`src/rtl/lock_tlb.sv`:
```
module lock_tlb #(
  parameter int ENTRIES = 32,
  parameter int VA_W = 32,
  parameter int PG_W = 12,
  parameter int DOMS = 16,
  parameter int ATTR_W = 4,
  localparam int IDX_W = $clog2(ENTRIES),
  localparam int VPN_W = VA_W - PG_W,
  localparam int DOM_W = $clog2(DOMS)
) (
  input  logic              clk,
  input  logic              rst_n,
  input  logic              xlate_en,
  input  logic [IDX_W-1:0]  lock_cnt,
  input  logic              flush_all,
  input  logic [2*DOMS-1:0] dom_ctl,
  input  logic              req_vld,
  output logic              req_rdy,
  input  logic [VA_W-1:0]   req_va,
  input  logic              req_wr,
  input  logic              req_priv,
  output logic              refill_req,
  output logic [VPN_W-1:0]  refill_vpn,
  input  logic              refill_vld,
  input  logic [VPN_W-1:0]  refill_ppn,
  input  logic [1:0]        refill_ap,
  input  logic [DOM_W-1:0]  refill_dom,
  input  logic [ATTR_W-1:0] refill_attr,
  output logic              rsp_vld,
  output logic [VA_W-1:0]   rsp_pa,
  output logic [DOM_W-1:0]  rsp_dom,
  output logic [ATTR_W-1:0] rsp_attr,
  output logic              rsp_abort
);

  typedef enum logic {S_IDLE, S_WAIT} st_t;
  st_t st;

  logic [ENTRIES-1:0] vld;
  logic [VPN_W-1:0]   tag_q  [ENTRIES];
  logic [VPN_W-1:0]   ppn_q  [ENTRIES];
  logic [1:0]         ap_q   [ENTRIES];
  logic [DOM_W-1:0]   dom_q  [ENTRIES];
  logic [ATTR_W-1:0]  attr_q [ENTRIES];

  logic [VA_W-1:0]  hold_va;
  logic             hold_wr, hold_priv;
  logic [IDX_W-1:0] rr_ptr, lock_eff, victim, ptr_nx;

  logic [ENTRIES-1:0] hit_vec;
  logic               hit;
  logic [VPN_W-1:0]   sel_ppn;
  logic [1:0]         sel_ap;
  logic [DOM_W-1:0]   sel_dom;
  logic [ATTR_W-1:0]  sel_attr;

  wire [VPN_W-1:0] req_vpn = req_va[VA_W-1:PG_W];
  wire accept    = req_vld && st == S_IDLE;
  wire from_fill = st == S_WAIT && refill_vld;

  assign req_rdy    = st == S_IDLE;
  assign refill_req = st == S_WAIT;
  assign refill_vpn = hold_va[VA_W-1:PG_W];

  assign lock_eff = (int'(lock_cnt) > ENTRIES - 1) ? IDX_W'(ENTRIES - 1) : lock_cnt;
  assign victim   = (rr_ptr < lock_eff) ? lock_eff : rr_ptr;
  assign ptr_nx   = (victim == IDX_W'(ENTRIES - 1)) ? lock_eff : victim + 1'b1;

  for (genvar g = 0; g < ENTRIES; g++) begin : g_cmp
    assign hit_vec[g] = vld[g] && tag_q[g] == req_vpn;
  end
  assign hit = |hit_vec;

  always_comb begin
    sel_ppn = '0; sel_ap = '0; sel_dom = '0; sel_attr = '0;
    for (int i = 0; i < ENTRIES; i++)
      if (hit_vec[i]) begin
        sel_ppn  |= ppn_q[i];
        sel_ap   |= ap_q[i];
        sel_dom  |= dom_q[i];
        sel_attr |= attr_q[i];
      end
  end

  wire [VPN_W-1:0]  src_ppn  = from_fill ? refill_ppn  : sel_ppn;
  wire [1:0]        src_ap   = from_fill ? refill_ap   : sel_ap;
  wire [DOM_W-1:0]  src_dom  = from_fill ? refill_dom  : sel_dom;
  wire [ATTR_W-1:0] src_attr = from_fill ? refill_attr : sel_attr;
  wire [PG_W-1:0]   src_off  = from_fill ? hold_va[PG_W-1:0] : req_va[PG_W-1:0];
  wire              src_wr   = from_fill ? hold_wr   : req_wr;
  wire              src_priv = from_fill ? hold_priv : req_priv;
  wire [1:0]        code     = dom_ctl[2*int'(src_dom) +: 2];

  logic fault;
  always_comb
    case (code)
      2'b01:   fault = (src_wr && !src_ap[0]) || (!src_priv && !src_ap[1]);
      2'b11:   fault = 1'b0;
      default: fault = 1'b1;
    endcase

  wire translate = from_fill || (accept && xlate_en && hit);
  wire passthru  = accept && !xlate_en;

  always_ff @(posedge clk) begin
    if (!rst_n) begin
      st        <= S_IDLE;
      vld       <= '0;
      rr_ptr    <= '0;
      hold_va   <= '0;
      hold_wr   <= 1'b0;
      hold_priv <= 1'b0;
      rsp_vld   <= 1'b0;
      rsp_pa    <= '0;
      rsp_dom   <= '0;
      rsp_attr  <= '0;
      rsp_abort <= 1'b0;
    end else begin
      rsp_vld   <= translate || passthru;
      rsp_abort <= translate && fault;
      rsp_pa    <= passthru ? req_va :
                   (translate && !fault) ? {src_ppn, src_off} : '0;
      rsp_dom   <= translate ? src_dom : '0;
      rsp_attr  <= (translate && !fault) ? src_attr : '0;
      for (int i = 0; i < ENTRIES; i++)
        if (flush_all && IDX_W'(i) >= lock_eff) vld[i] <= 1'b0;
      if (accept && xlate_en && !hit) begin
        st        <= S_WAIT;
        hold_va   <= req_va;
        hold_wr   <= req_wr;
        hold_priv <= req_priv;
      end
      if (from_fill) begin
        st          <= S_IDLE;
        vld[victim] <= 1'b1;
        rr_ptr      <= ptr_nx;
      end
    end
  end

  always_ff @(posedge clk)
    if (from_fill) begin
      tag_q[victim]  <= hold_va[VA_W-1:PG_W];
      ppn_q[victim]  <= refill_ppn;
      ap_q[victim]   <= refill_ap;
      dom_q[victim]  <= refill_dom;
      attr_q[victim] <= refill_attr;
    end

endmodule

```
`config.mk`:
```
export PLATFORM = sky130hd
export DESIGN_NAME = lock_tlb
export DESIGN_NICKNAME = d
export VERILOG_FILES = /design/src/rtl/lock_tlb.sv
export SDC_FILE = /design/constraint.sdc
export NUM_CORES = 2
export LEC_CHECK = 0
export BUFFER_PORTS_ARGS = -buffer_cell sky130_fd_sc_hd__buf_4
export CORE_ASPECT_RATIO = 0.9
export CORE_MARGIN = 10
export CORE_UTILIZATION = 35
export CTS_BUF_LIST = sky130_fd_sc_hd__clkbuf_16
export DETAILED_ROUTE_END_ITERATION = 12
export PLACE_DENSITY = 0.58
export SLEW_MARGIN = 20
export SYNTH_ARGS = -nofsm -noshare
export SYNTH_HDL_FRONTEND = slang
export SYNTH_SLANG_ARGS = --single-unit
export TNS_END_PERCENT = 100
```
`constraint.sdc`:
```
create_clock -name clk -period 6 [get_ports clk]
set_input_delay 0 -clock clk [delete_from_list [all_inputs] [get_ports clk]]
set_output_delay 0 -clock clk [all_outputs]
set_load 0.1 [all_outputs]
```
# Word-level counts from Yosys, hierarchy flattened
# Memories as Yosys holds them, arrays and structs flattened.
# Index checks and enable logic that the tools add are counted.
[totals]
word_cells = 512
mem_count = 5
mem_bits_rw = 1600
in_bits = 107
output_inout_bits = 64
rom_bits = 0
latch_bits = 0
ff_bits = 114
[memory_table]
columns = ["name", "words", "width", "rd", "rd_ports_with_merged_regs", "write_ports", "line_no", "source"]
rows = [
  ["ppn_q", 32, 20, 32, 0, 1, "41", "logic [VPN_W-1:0] ppn_q [ENTRIES];"],
  ["tag_q", 32, 20, 32, 0, 1, "40", "logic [VPN_W-1:0] tag_q [ENTRIES];"],
  ["attr_q", 32, 4, 32, 0, 1, "44", "logic [ATTR_W-1:0] attr_q [ENTRIES];"],
  ["dom_q", 32, 4, 32, 0, 1, "43", "logic [DOM_W-1:0] dom_q [ENTRIES];"],
  ["ap_q", 32, 2, 32, 0, 1, "42", "logic [1:0] ap_q [ENTRIES];"],
]
[classes]
add_sub_neg = 1
shifts = 1
reduce_logical = 88
n_eq_ne = 35
multipliers = 0
bitwise = 127
n_div = 0
magnitude_cmp = 35
mux = 209
[op_table]
columns = ["op", "count"]
rows = [
  ["two-way mux 20 bit", 33],
  ["== test 20 bit", 32],
  ["OR 20 bit", 31],
  ["two-way mux 4 bit", 66],
  ["OR 4 bit", 62],
  ["two-way mux 32 bit", 3],
  [">= comparator 5 bit, first input constant", 16],
  ["logical AND 1 bit", 75],
  ["two-way mux 1 bit", 69],
  ["two-way mux 2 bit", 33],
  ["OR 2 bit", 31],
  [">= comparator 4 x 5 -> 1 bit, first input constant", 8],
  ["OR 32 bit", 1],
  ["OR reduction 32 bit", 1],
  ["variable part select 32 x 6 -> 2 bit", 1],
  [">= comparator 3 x 5 -> 1 bit, first input constant", 4],
  ["two-way mux 12 bit", 1],
  [">= comparator 1 x 5 -> 1 bit, first input constant", 2],
  [">= comparator 2 x 5 -> 1 bit, first input constant", 2],
  ["two-way mux 5 bit", 2],
  ["zero test 1 bit", 6],
  ["< comparator 5 x 6 -> 1 bit, second input constant", 1],
  ["adder 5 x 1 -> 5 bit, second input constant", 1],
  ["demux 1 bit (select 5 bit)", 1],
  ["10 further kinds", 14],
]

# Logic depth before layout (Yosys ltp)
[depth]
ltp_word = 74
depth_mapped = 21
ltp_nobuf = 18

# Least setup slack after synthesis
# Ideal clock, no wire load.
[synth_path]
kind = "reg2reg"
from = "reg st, in the netlist refill_req"
to = "mem ap_q[9][0] (enable)"
required_ns = 5.541
path_stages_with_launch = 7
arrival_ns = 4.444
period_less_slack_ns = 4.903
setup_ns = 0.459
slack_ns = 1.097
n_path_buf = 3
path_cell_list = "dfxtp_1 -> and2_1 -> clkbuf_1 -> buf_1 -> clkbuf_1 -> nand2_1 -> nor2_1"
[synth_between]
elab_chain_len = 3
[synth_lines]
columns = ["element", "line_no", "source"]
rows = [
  ["from (decl)", "37", "st_t st;"],
  ["from (signal assigned)", "107", "st <= S_IDLE;"],
  ["from (signal assigned)", "128", "st <= S_WAIT;"],
  ["from (signal assigned)", "134", "st <= S_IDLE;"],
  ["logical AND 1 bit", "59", "wire from_fill = st == S_WAIT && refill_vld;"],
  ["two-way mux 1 bit", "142", "if (from_fill) begin"],
  ["two-way mux 1 bit (not written as such)", "145", "ap_q[victim] <= refill_ap;"],
  ["to (decl)", "42", ""],
]
# No other way between the ends.

# Worst setup path in the final report
[layout_path]
from = "in req_va[24]"
to = "reg rsp_pa[15]"
[layout_between]
elab_chain_len = 74
word_cells_on_any_way = 272
cone_classes = "34 x eq/ne; 1 x shift; 102 x mux; 93 x bitwise; 42 x reduce/logical"
[layout_lines]
columns = ["element", "line_no", "source"]
rows = [
  ["from (decl)", "19", "input logic [VA_W-1:0] req_va,"],
  ["branches (longest 72 deep; another with == test 20 bit)", "-", ""],
  ["two-way mux 32 bit *", "122", "(translate && !fault) ? {src_ppn, src_off} : '0;"],
  ["two-way mux 32 bit *", "121", "rsp_pa <= passthru ? req_va :"],
  ["to (signal assigned)", "121", ""],
  ["to (decl)", "30", "output logic [VA_W-1:0] rsp_pa,"],
]
# Every way passes the cells marked *.
# A chain may end at the register's enable or synchronous reset.

==> out/metrics.cfg <==
[logic_synthesis]
syn_nets=4359
synth_edf_count=1600
synth.top_cells.by_count=edfxtp_1 (1600), xnor2_1 (463), nand4_1 (222)
synth.most_common_cell=edfxtp_1
ys_types=68
synth_area_leader_cell=edfxtp_1
synth_ff_type=edfxtp_1
synth_area_um2=68200
syn_area_per_cell_um2=16.1
yosysWarnings=0
synth-seq-cells=1714
synth_area_leaders=edfxtp_1 (70%), xnor2_1 (5.9%), dfxtp_1 (3.3%), xor2_1 (2.4%), nand4_1 (2.0%)
async_reset_ff_frac=0
syn_inst=4243
synth_top_area_frac=0.705
ys_seq_area_frac=0.738

[grt]
use_met1=0.312
grt_use_total=0.234
grt-ovfl-total=0
grt.busiest_layer=met2
gr-usage-met3=0.0496
globalRouteMet2Util=0.362
grt_pass1_wl_mm=351
antenna_found_initial=25
grt_max_degree=52
grt_pass1_vias=41980

[place]
place.gp.congestion=0.955
dp_hpwl_mm=152
portBuffers=170

[clock_network]
clk_latency_ps=840
htreeDepth=4
numClockSinks=1714
cts_tree=done
ctsRootBufferMaster=clkbuf_16
cts.path.max_buffers=3
cts_made_buffers=180
clkSlewWorstSetupHoldPaths_ps=60
postCtsSetupRepairBufs=0

[power_and_ir_drop]
p_sw_mw=5.81
internal_power_mw=19.4
pwr-share-clk=0.427
seq_power_share=0.520
p_comb_frac=0.053
peakVddDrop_v=0.000289
leakage_nw=26.3
netSwitchingFraction=0.230
cellPowerDensity_nw_per_um2=315

[die]
start_util=0.352
die_area_um2=213000
core-area_um2=194000
num_rows=153
chipHeight_um=439
die_w_um=485
ios=171

[sta]
tns_ps=-443
fmax_mhz=162
skew_ps=34.4
fin_ws_ps=-154
tightestPinTransition_ps=1160
min_period_ps=6150
finalMaxSlewViolations=0
rsz0062_at_grt=no
setup_viol=4
slew_headroom=0.225
timing.final.crit_share=1.03
hold_viol=0

[final_layout]
utilization=0.414
drive_above_1_share=0.142
area.growth.synth_to_final_pct=17.4
nNetsFinal=4743
nFillCells=17293

[worst_setup_path]
worstPathRequired_ps=6700
cpMaxStageDelayCell=nor4_1
arrival_ps=6850
slowest_delay_ps=840
start_kind=primary input
cp_cell_sequence=dlygate4sd3_1 -> buf_4 -> buf_4 -> xnor2_1 -> nand4_1 -> nor4_1 -> and2_2 -> buf_4 -> nor4_1 -> and4_1 -> a41oi_1 -> o21ai_2 -> nor2b_1 -> buf_4 -> nand4_1 -> nor2_1 -> or2_1 -> buf_12 -> a22o_1
critPathMaxFanout=17
endpoint_kind=flop
cpMostUsedCell=buf_4
crit_type=primary input to flop

[routing]
antenna_left=0
drcViolationCount=0
drt_iter0_markers=6898
finalWirelength_mm=259
drtPass1Iterations=6
wl_per_cell_um=35.2
avgViaCountPerCell=5.98
vias=43902

[worst_hold_path]
hold_class=primary input to flop

[status]
status=finished with violations
violations=setup timing

[flow_run]
drv_cap=0

## power by group through the flow
stage | Combinational, mW | Sequential (mW) | Clock [mW]
2_1_floorplan | 0.573 | 13.5 | 0
3_3_place_gp | 1.24 | 13.4 | 0
3_5_place_dp | 1.25 | 13.4 | 0
4_1_cts | 1.31 | 13.1 | 10.9
5_1_grt | 1.37 | 13.1 | 11.3
6_report | 1.34 | 13.1 | 10.8
## metrics by stage
stage | instances | setup WS [ps] | cell area, µm² | hold WS, ps | total power, mW
2_1_floorplan | 4243 | 1100 | 68200 | 98.9 | 14.0
3_3_place_gp | 6904 | -676 | 73400 | 232 | 14.6
3_5_place_dp | 6904 | -285 | 73400 | 239 | 14.6
4_1_cts | 7339 | 44.2 | 80100 | 0.517 | 25.3
5_1_grt | 7341 | 5.57 | 80100 | 34.2 | 25.8
6_report | 7346 | -154 | 80100 | 65.3 | 25.3
## cell families (layout without fill, tap and decap cells)
family          Yosys count  after routing  synth area share
compound gates          606            606            0.0710
xor+xnor                647            647            0.0831
fa+ha+maj                 9              9           0.00165
buf+inv                 278            818            0.0212
flops                  1714           1714             0.738
mux                      57             57           0.00838
other cells               0              6                 0
simple gates            932            932            0.0767
## worst paths after layout
kind	start	endpoint	slack (ps)	cells past startpoint
worst max-delay path	req_va[24]	rsp_pa[15]	-150	19
worst max register to register	tag_q[14][12]	rsp_pa[15]	30	16
worst min register to register	hold_va[13]	tag_q[18][1]	480	0
worst min-delay path	req_va[8]	rsp_pa[8]	70	4
## registers in the layout, indices dropped and copies added, names as in the netlist, 4 cells and up
| signal | flops |
|---|---|
| rsp_pa | 32 |
| attr_q | 128 |
| tag_q | 640 |
| rr_ptr | 5 |
| rsp_dom | 4 |
| hold_va | 32 |
| ppn_q | 640 |
| vld | 32 |
| rsp_attr | 4 |
| dom_q | 128 |
| ap_q | 64 |
## routing by layer
| layer | share of wire | routed length (µm) |
|---|---|---|
| met1 | 0.39 | 100000 |
| met2 | 0.45 | 116000 |
| met4 | 0.057 | 14800 |
| met5 | 0.00027 | 69 |
| met3 | 0.11 | 27700 |
## placed cells by master, fill, tap and decap left out, types with 49 or more instances in the layout
cell type and instances:
edfxtp_1 1600, clkbuf_16 182, nand4_1 222, a221oi_1 109, buf_4 308, dlygate4sd3_1 98, inv_1 104, nand2_1 72
xnor2_1 463, a22oi_1 166, nor4_1 92, nand3_1 162, a22o_1 130, mux2i_1 56, nor2_1 143, xor2_1 184
a21oi_1 49, dfxtp_1 94
## timing repair
action	4_1_cts	5_1_grt
hold buffers	97	2
hold endpoints to repair	1066	1
endpoints found under the setup margin	0	18
gates resized for setup	0	0
## layout make-up
| type | instances | area (µm²) | area share |
|---|---|---|---|
| repair buffers | 438 | 3930 | 0.0491 |
| multi-input cells | 2251 | 16800 | 0.209 |
| flip-flops and latches | 1714 | 50400 | 0.629 |
| clock buffers | 182 | 4550 | 0.0569 |
| clock inverters | 156 | 1100 | 0.0138 |
| well taps | 2557 | 3200 | 0.0399 |
| diodes | 6 | 15.0 | 0.000187 |
| inverters | 42 | 158 | 0.00197 |
## critical path: cells and delay by family
| kind | cells | cell delay, ps |
|---|---|---|
| AO/OA/AOI/OAI | 3 | 970 |
| XOR/XNOR | 1 | 150 |
| AND/OR/NAND/NOR | 9 | 3510 |
| buffers and inverters | 6 | 2160 |
Power figures use the tool's default switching activity.
